**src/rtl/floppy_latch_port.sv**
```systemverilog
module floppy_latch_port #(
  parameter int ADDR_W       = 13,
  parameter int STRIDE_SHIFT = 9,
  parameter int DATA_W       = 8,
  parameter int UNLOCK_BIT   = 6
) (
  input  logic              clk,
  input  logic              rst_n,
  input  logic              bus_valid,
  input  logic              bus_write,
  input  logic [ADDR_W-1:0] bus_addr,
  input  logic [DATA_W-1:0] bus_wdata,
  output logic [DATA_W-1:0] rd_data,
  output logic [7:0]        ctl_latch,
  output logic              enh_active,
  output logic [DATA_W-1:0] enh_mode_reg,
  output logic              switch_pulse
);
  localparam int IDX_W    = 4;
  localparam int STEP_W   = 2;
  localparam logic [3:0] PATTERN = 4'b1101;
  localparam logic [2:0] REG_ONES = 3'd0;
  localparam logic [2:0] REG_MODE = 3'd6;

  logic [IDX_W-1:0]  idx;
  logic [7:0]        lat_nxt;
  logic [2:0]        reg_sel;
  logic [STEP_W-1:0] step;
  logic              take, mode_wr, hit, done;

  assign idx     = bus_addr[STRIDE_SHIFT +: IDX_W];
  assign take    = bus_valid && !enh_active;

  always_comb begin
    lat_nxt = ctl_latch;
    lat_nxt[idx[3:1]] = idx[0];
  end

  assign reg_sel = {lat_nxt[7], lat_nxt[6], lat_nxt[4]};
  assign mode_wr = take && bus_write && (reg_sel == REG_MODE);
  assign hit     = mode_wr && (bus_wdata[UNLOCK_BIT] == PATTERN[step]);
  assign done    = hit && (step == 2'd3);

  always_ff @(posedge clk) begin
    if (!rst_n) begin
      ctl_latch    <= '0;
      rd_data      <= '0;
      step         <= '0;
      enh_active   <= 1'b0;
      enh_mode_reg <= '0;
      switch_pulse <= 1'b0;
    end else begin
      switch_pulse <= done;
      if (take)
        ctl_latch <= lat_nxt;
      if (bus_valid && !bus_write)
        rd_data <= (take && reg_sel == REG_ONES) ? '1 : '0;
      if (hit)
        step <= done ? '0 : step + 2'd1;
      if (done) begin
        enh_active               <= 1'b1;
        enh_mode_reg[UNLOCK_BIT] <= 1'b1;
      end
    end
  end

  p_latch_follows_r3: assert property (@(posedge clk) disable iff (!rst_n)
    take |=> ctl_latch[$past(idx[3:1])] == $past(idx[0]));

  p_read_pattern_r5: assert property (@(posedge clk) disable iff (!rst_n)
    (take && !bus_write) |=>
      ((rd_data == '1) == (ctl_latch[7:6] == 2'b00 && !ctl_latch[4])));

  p_pulse_entry_r8: assert property (@(posedge clk) disable iff (!rst_n)
    switch_pulse |-> (enh_active && !$past(enh_active) && enh_mode_reg[UNLOCK_BIT]));

  p_pulse_single_r8: assert property (@(posedge clk) disable iff (!rst_n)
    switch_pulse |=> !switch_pulse);

  p_flag_sticky_r9: assert property (@(posedge clk) disable iff (!rst_n)
    enh_active |=> enh_active);

  p_frozen_r9: assert property (@(posedge clk) disable iff (!rst_n)
    (enh_active && bus_valid) |=> $stable(ctl_latch));
endmodule

```
**config.mk**
```make
export PLATFORM = sky130hd
export DESIGN_NAME = floppy_latch_port
export DESIGN_NICKNAME = d
export VERILOG_FILES = /design/src/rtl/floppy_latch_port.sv
export SDC_FILE = /design/constraint.sdc
export NUM_CORES = 1
export LEC_CHECK = 0
export ABC_AREA = 1
export BUFFER_PORTS_ARGS = -buffer_cell sky130_fd_sc_hd__buf_2
export CAP_MARGIN = 10
export CORE_MARGIN = 5
export CORE_UTILIZATION = 37
export DETAILED_ROUTE_END_ITERATION = 10
export GPL_TIMING_DRIVEN = 0
export PLACE_DENSITY = 0.74
export SLEW_MARGIN = 40
export SYNTH_ARGS = -nofsm -noshare
export SYNTH_HDL_FRONTEND = slang
export SYNTH_SLANG_ARGS = --single-unit
```
**constraint.sdc**
```tcl
create_clock -name clk -period 1.23 [get_ports clk]
set_input_delay 0.0615 -clock clk [delete_from_list [all_inputs] [get_ports clk]]
set_output_delay 0.0615 -clock clk [all_outputs]
set_load 0.05 [all_outputs]
```
======== Word-level counts from Yosys, hierarchy flattened ========
Index checks and enable logic that the tools add are counted.
storage, ports and cells
  ROM bits ................................ 0
  memory bits (writable) .................. 0
  word-level logic and storage cells ...... 30
  register bits ........................... 20
  memories ................................ 0
  input port bits ......................... 25
  bits in latches ......................... 0
cells by class
  magnitude comparators ................... 3
  $mul .................................... 0
  div/mod/pow operators ................... 0
  eq/ne operators ......................... 3
  multiplexer cells ....................... 7
  bitwise logic cells ..................... 0
  reduce and logical (&&, ||, !) cells .... 11
  $add $sub $neg .......................... 1
  shifts and indexed selects .............. 0
operators with widths
  kind                                                                                  number
  8-bit bitwise mux                                                                     1
  1-bit logical AND                                                                     8
  8-bit 2-to-1 mux                                                                      1
  3-bit by 4-bit < comparator with 1-bit output (second input constant)                 1
  1-bit demux with 3-bit select                                                         1
  3-bit equality test (second input constant)                                           1
  3-bit by 1-bit greater-or-equal comparator with 1-bit output (second input constant)  1
  3-bit logical NOT                                                                     1
  2-bit by 3-bit < comparator with 1-bit output (second input constant)                 1
  2-bit by 1-bit adder with 2-bit output (second input constant)                        1
  1-bit binary-select mux with 2-bit select                                             1
  2-bit equality test (second input constant)                                           1
  1-bit logical NOT                                                                     2
  1-bit 2-to-1 mux                                                                      2
  2-bit 2-to-1 mux                                                                      1
  1-bit equality test                                                                   1

======== Logic depth before layout (Yosys ltp) ========
  depth after elaboration ................. 10
  depth in mapped cells ................... 10
  mapped depth without buffers ............ 9

======== Worst setup path after synthesis ========
Ideal clock, no wire load.
  kind .................................... reg2reg
  from .................................... register enh_mode_reg[6] (netlist name)
  to ...................................... register ctl_latch[5]
  required time ........................... 1.114 ns
  stages on the path, launching flop included .. 7
  path slack .............................. -0.102 ns
  data arrival time ....................... 1.216 ns
  cells stage by stage .................... dfxtp_1 -> nor2_1 -> buf_2 -> nand3_1 -> nor2_1 -> a21oi_1 -> nor2_1
RTL lines
  what                  RTL line  text
  end signal, assigned  55        ctl_latch <= lat_nxt;
  end, declared         14        output logic [7:0] ctl_latch,

======== Worst setup path in the final report ========
  from .................................... register step[1]
  to ...................................... register step[1]
between the ends
  word-level cells in the longest chain between the ends .. 6
  elaborated cells on any way between the ends .. 8
ends and longest elaborated chain
  what                                       RTL line  text
  start, declared                            28        logic [STEP_W-1:0] step;
  start signal, assigned                     59        step <= done ? '0 : step + 2'd1;
  1-bit binary-select mux with 2-bit select  41        assign hit = mode_wr && (bus_wdata[UNLOCK_BIT] == PATTERN[step]);
  1-bit 2-to-1 mux (not written as such)     41
  1-bit equality test                        41
  1-bit logical AND                          41
  1-bit logical AND                          42        assign done = hit && (step == 2'd3);
  2-bit 2-to-1 mux                           59
Several ways; a longest one is shown, not always the timed one. The select of a mux whose other input is x is not followed.
A chain may end at the register's enable or synchronous reset.

==> results.sh <==
export IMPL_cts_sinks=13
export IMPL_yosysTopAreaCellShare_pct=31.9
export IMPL_synth_edf_count=0
export IMPL_crit_fanout=6
export IMPL_p_sw_mw=0.384
export IMPL_path_clk_slew_ns=0.08
export IMPL_place_area_sq_mm=0.00102
export IMPL_seq_power_share_pct=42.9
export IMPL_synth_compound_area_share_pct=10.4
export IMPL_dr_pass1_iters=4
export IMPL_grt_overflow=0
export IMPL_drc=0
export IMPL_regMostFlops="ctl_latch"
export IMPL_syn_area_sq_um=817
export IMPL_seq_area_frac_synth_pct=31.9
export IMPL_grt_pass1_wl_um=3020
export IMPL_swShare_pct=37.0
export IMPL_ys_ff_latch=13
export IMPL_clock_fmax_mhz=812
export IMPL_synthArstFlopShare_pct=0
export IMPL_syn_inst=114
export IMPL_setup_viol=1
export IMPL_yosysUniqueCellTypes=23
export IMPL_synthMuxAreaShare_pct=0
export IMPL_grt_max_degree=11
export IMPL_p_per_area_mw_per_mm2=957
export IMPL_numCtsBuffers=3
export IMPL_ys_warnings_count=0
export IMPL_dp_hpwl_um=1350
export IMPL_ys_flop_type="dfxtp_1"
export IMPL_yosysTopAreaCell="dfxtp_1"
export IMPL_vias=773
export IMPL_synth_xor_area_share_pct=0
export IMPL_ant_nets=0
export IMPL_gp_congestion=0.810
export IMPL_rsz0062_at_grt="true"
export IMPL_num_nets_final=179
export IMPL_core_area_sq_mm=0.00217
export IMPL_p_comb_share_pct=30.8
export IMPL_peakVddDrop_uv=544
export IMPL_end_kind="register"
export IMPL_period_minus_slack_ns=1.23
export IMPL_finalHoldViolations=0
export IMPL_via_per_inst=4.32
export IMPL_diodes=0
export IMPL_drv_slew=0
export IMPL_worst_slack_ns=-0.00158
export IMPL_cp_data_arrival_time_ns=1.41
export IMPL_drt_initial_drc_count=3
export IMPL_max_stage_delay_ns=0.34
export IMPL_io_buffer_count=26
export IMPL_setup_tns_ns=-0.00158
export IMPL_antenna_found_initial=0
export IMPL_grt_use_total_pct=11.8
export IMPL_syn_avg_cell_area_sq_um=7.17
export IMPL_synth_area_leaders="dfxtp_1 32%, buf_4 14%, inv_1 7.4%, nor2_1 6.9%, nand2_1 6.4%"
export IMPL_synthAdderAreaFrac_pct=3.06
export IMPL_min_path_type="input port to register"
export IMPL_cellLeakagePower_nw=0.588
export IMPL_critPathRequiredTime_ns=1.41
export IMPL_internal_power_mw=0.654
export IMPL_stdcell_area_sq_mm=0.00108
export IMPL_drt_total_wl_um=1750
export IMPL_netlist_top_cells_count="16 x inv_1, 15 x buf_4, 15 x nor2_1"
export IMPL_die_area_sq_mm=0.00325
export IMPL_path_cells="inv_2 > ha_4 > or2_4 > nand3_4 > nor2_4 > nand3_4 > nand2_1 > nand2_1 > nor2_1"
export IMPL_clock_latency_ns=0.28
export IMPL_die_w_um=57.0
export IMPL_violations="setup timing"
export IMPL_cts_buffer_depth=2
export IMPL_cp_start_kind="register"
export IMPL_wl_per_cell_um=9.75
export IMPL_power_frac_clock_pct=26.3
export IMPL_synth_top_family_by_area="simple AND/OR/NAND/NOR gates"
export IMPL_cts_root_buf="clkbuf_4"
export IMPL_largestRegisters="ctl_latch: 8 flops, step: 2 flops"
export IMPL_cts_tree="done"
export IMPL_max_cap_violations=0
export IMPL_slowest_stage="dfxtp_2"
export IMPL_cts_htree_levels=1
export IMPL_grt_pass1_vias=764
export IMPL_synthMostInstantiatedCell="inv_1"
export IMPL_drive_above_1_share_pct=46.4
export IMPL_holdWs_ns=0.0858
export IMPL_fin_crit_sh_pct=100
export IMPL_areaGrowthSynthToFinish_pct=32.8
export IMPL_outcome="finished, violations left"
export IMPL_die_y_um=57.0
export IMPL_yosys_area_share_simple_pct=29.9
export IMPL_fin_skew_ns=0.00409
export IMPL_largest_register_ffs=8
export IMPL_start_util_pct=37.7
export IMPL_row_count=17
export IMPL_pin_count=51
export IMPL_cts_hold_buffers=0
export IMPL_worstSetupPathType="register to register"
## per-stage QoR
step	power [mW]	std cells	setup slack [ns]	util [%]
finish	1.04	179	-0.00158	50.0
global route	1.09	179	-0.0655	50.0
CTS	1.04	179	0.00162	49.0
detailed placement	0.769	174	-0.0442	46.9
global placement	0.766	174	-0.00606	46.9
floorplan	0.712	120	0.0362	-
## critical path: cells and delay by family (launching register included)
family | cells | cell delay [ns]
buffers and inverters | 1 | 0.05
adder cells (fa/ha/maj) | 1 | 0.15
AND/OR/NAND/NOR | 7 | 0.59
flip-flops | 1 | 0.34
## cells in the final DEF (no fill, tap or decap)
cell type / instances
o21ai_1: 1
conb_1: 7
a21oi_1: 6
or2_4: 1
nand3_1: 8
o21a_1: 1
buf_4: 16
clkbuf_1: 1
clkinv_2: 1
clkbuf_4: 4
ha_4: 1
ha_1: 1
nand2_1: 12
dfxtp_1: 6
nor3b_2: 1
buf_2: 27
o211ai_1: 2
nor2_1: 14
o21ai_0: 4
inv_1: 15
inv_2: 1
nand4_1: 2
nor2_2: 1
buf_6: 1
nor2_4: 2
dfxtp_2: 7
nand3_4: 2
nand2_2: 5
o21bai_1: 1
## power by group through the flow
stage               Sequential (mW)  Combinational (mW)  Clock, mW
CTS                           0.445               0.318      0.280
floorplan                     0.499               0.214          0
global placement              0.454               0.312          0
detailed placement            0.455               0.314          0
global route                  0.449               0.343      0.299
finish                        0.446               0.319      0.273
## worst paths after layout
check / depth (start not counted) / slack (ns) / endpoint / from
max: 9 / -0.002 / step[1] / step[1]
min: 3 / 0.09 / ctl_latch[3] / rst_n
max reg2reg: 9 / -0.002 / step[1] / step[1]
min reg2reg: 2 / 0.44 / ctl_latch[1] / ctl_latch[1]
## logic make-up (layout without fill, tap and decap cells)
kind of cell,after synthesis,in the layout
other cells,1,7
buf+inv,35,66
fa+ha+maj,2,2
flops,13,13
simple gates,48,48
compound gates,15,15
## timing repair
| item | CTS | global route |
|---|---|---|
| hold endpoints to repair | 0 | 0 |
| setup buffers | 1 | 0 |
| pin swaps | 2 | 3 |
| resized for setup | 4 | 7 |
| setup endpoints to repair | 3 | 14 |
## layer usage
layer  global-route usage [%]  wire [um]  vias up
met4                     8.94         54        0
met3                     1.81        127        4
li1                         -          -      410
met5                        0          0        -
met2                     21.0        874       26
met1                     12.4        688      333
## final cells by class
class / instances / area, sq um
fillers: 219 / 1080
multi-input cells: 72 / 415
flip-flops and latches: 13 / 269
repair buffers: 27 / 138
plain buffers: 18 / 136
inverters: 17 / 65.1
well taps: 28 / 35.0
clock buffers: 4 / 26.3
No activity file was read; power rests on OpenSTA's default activity.
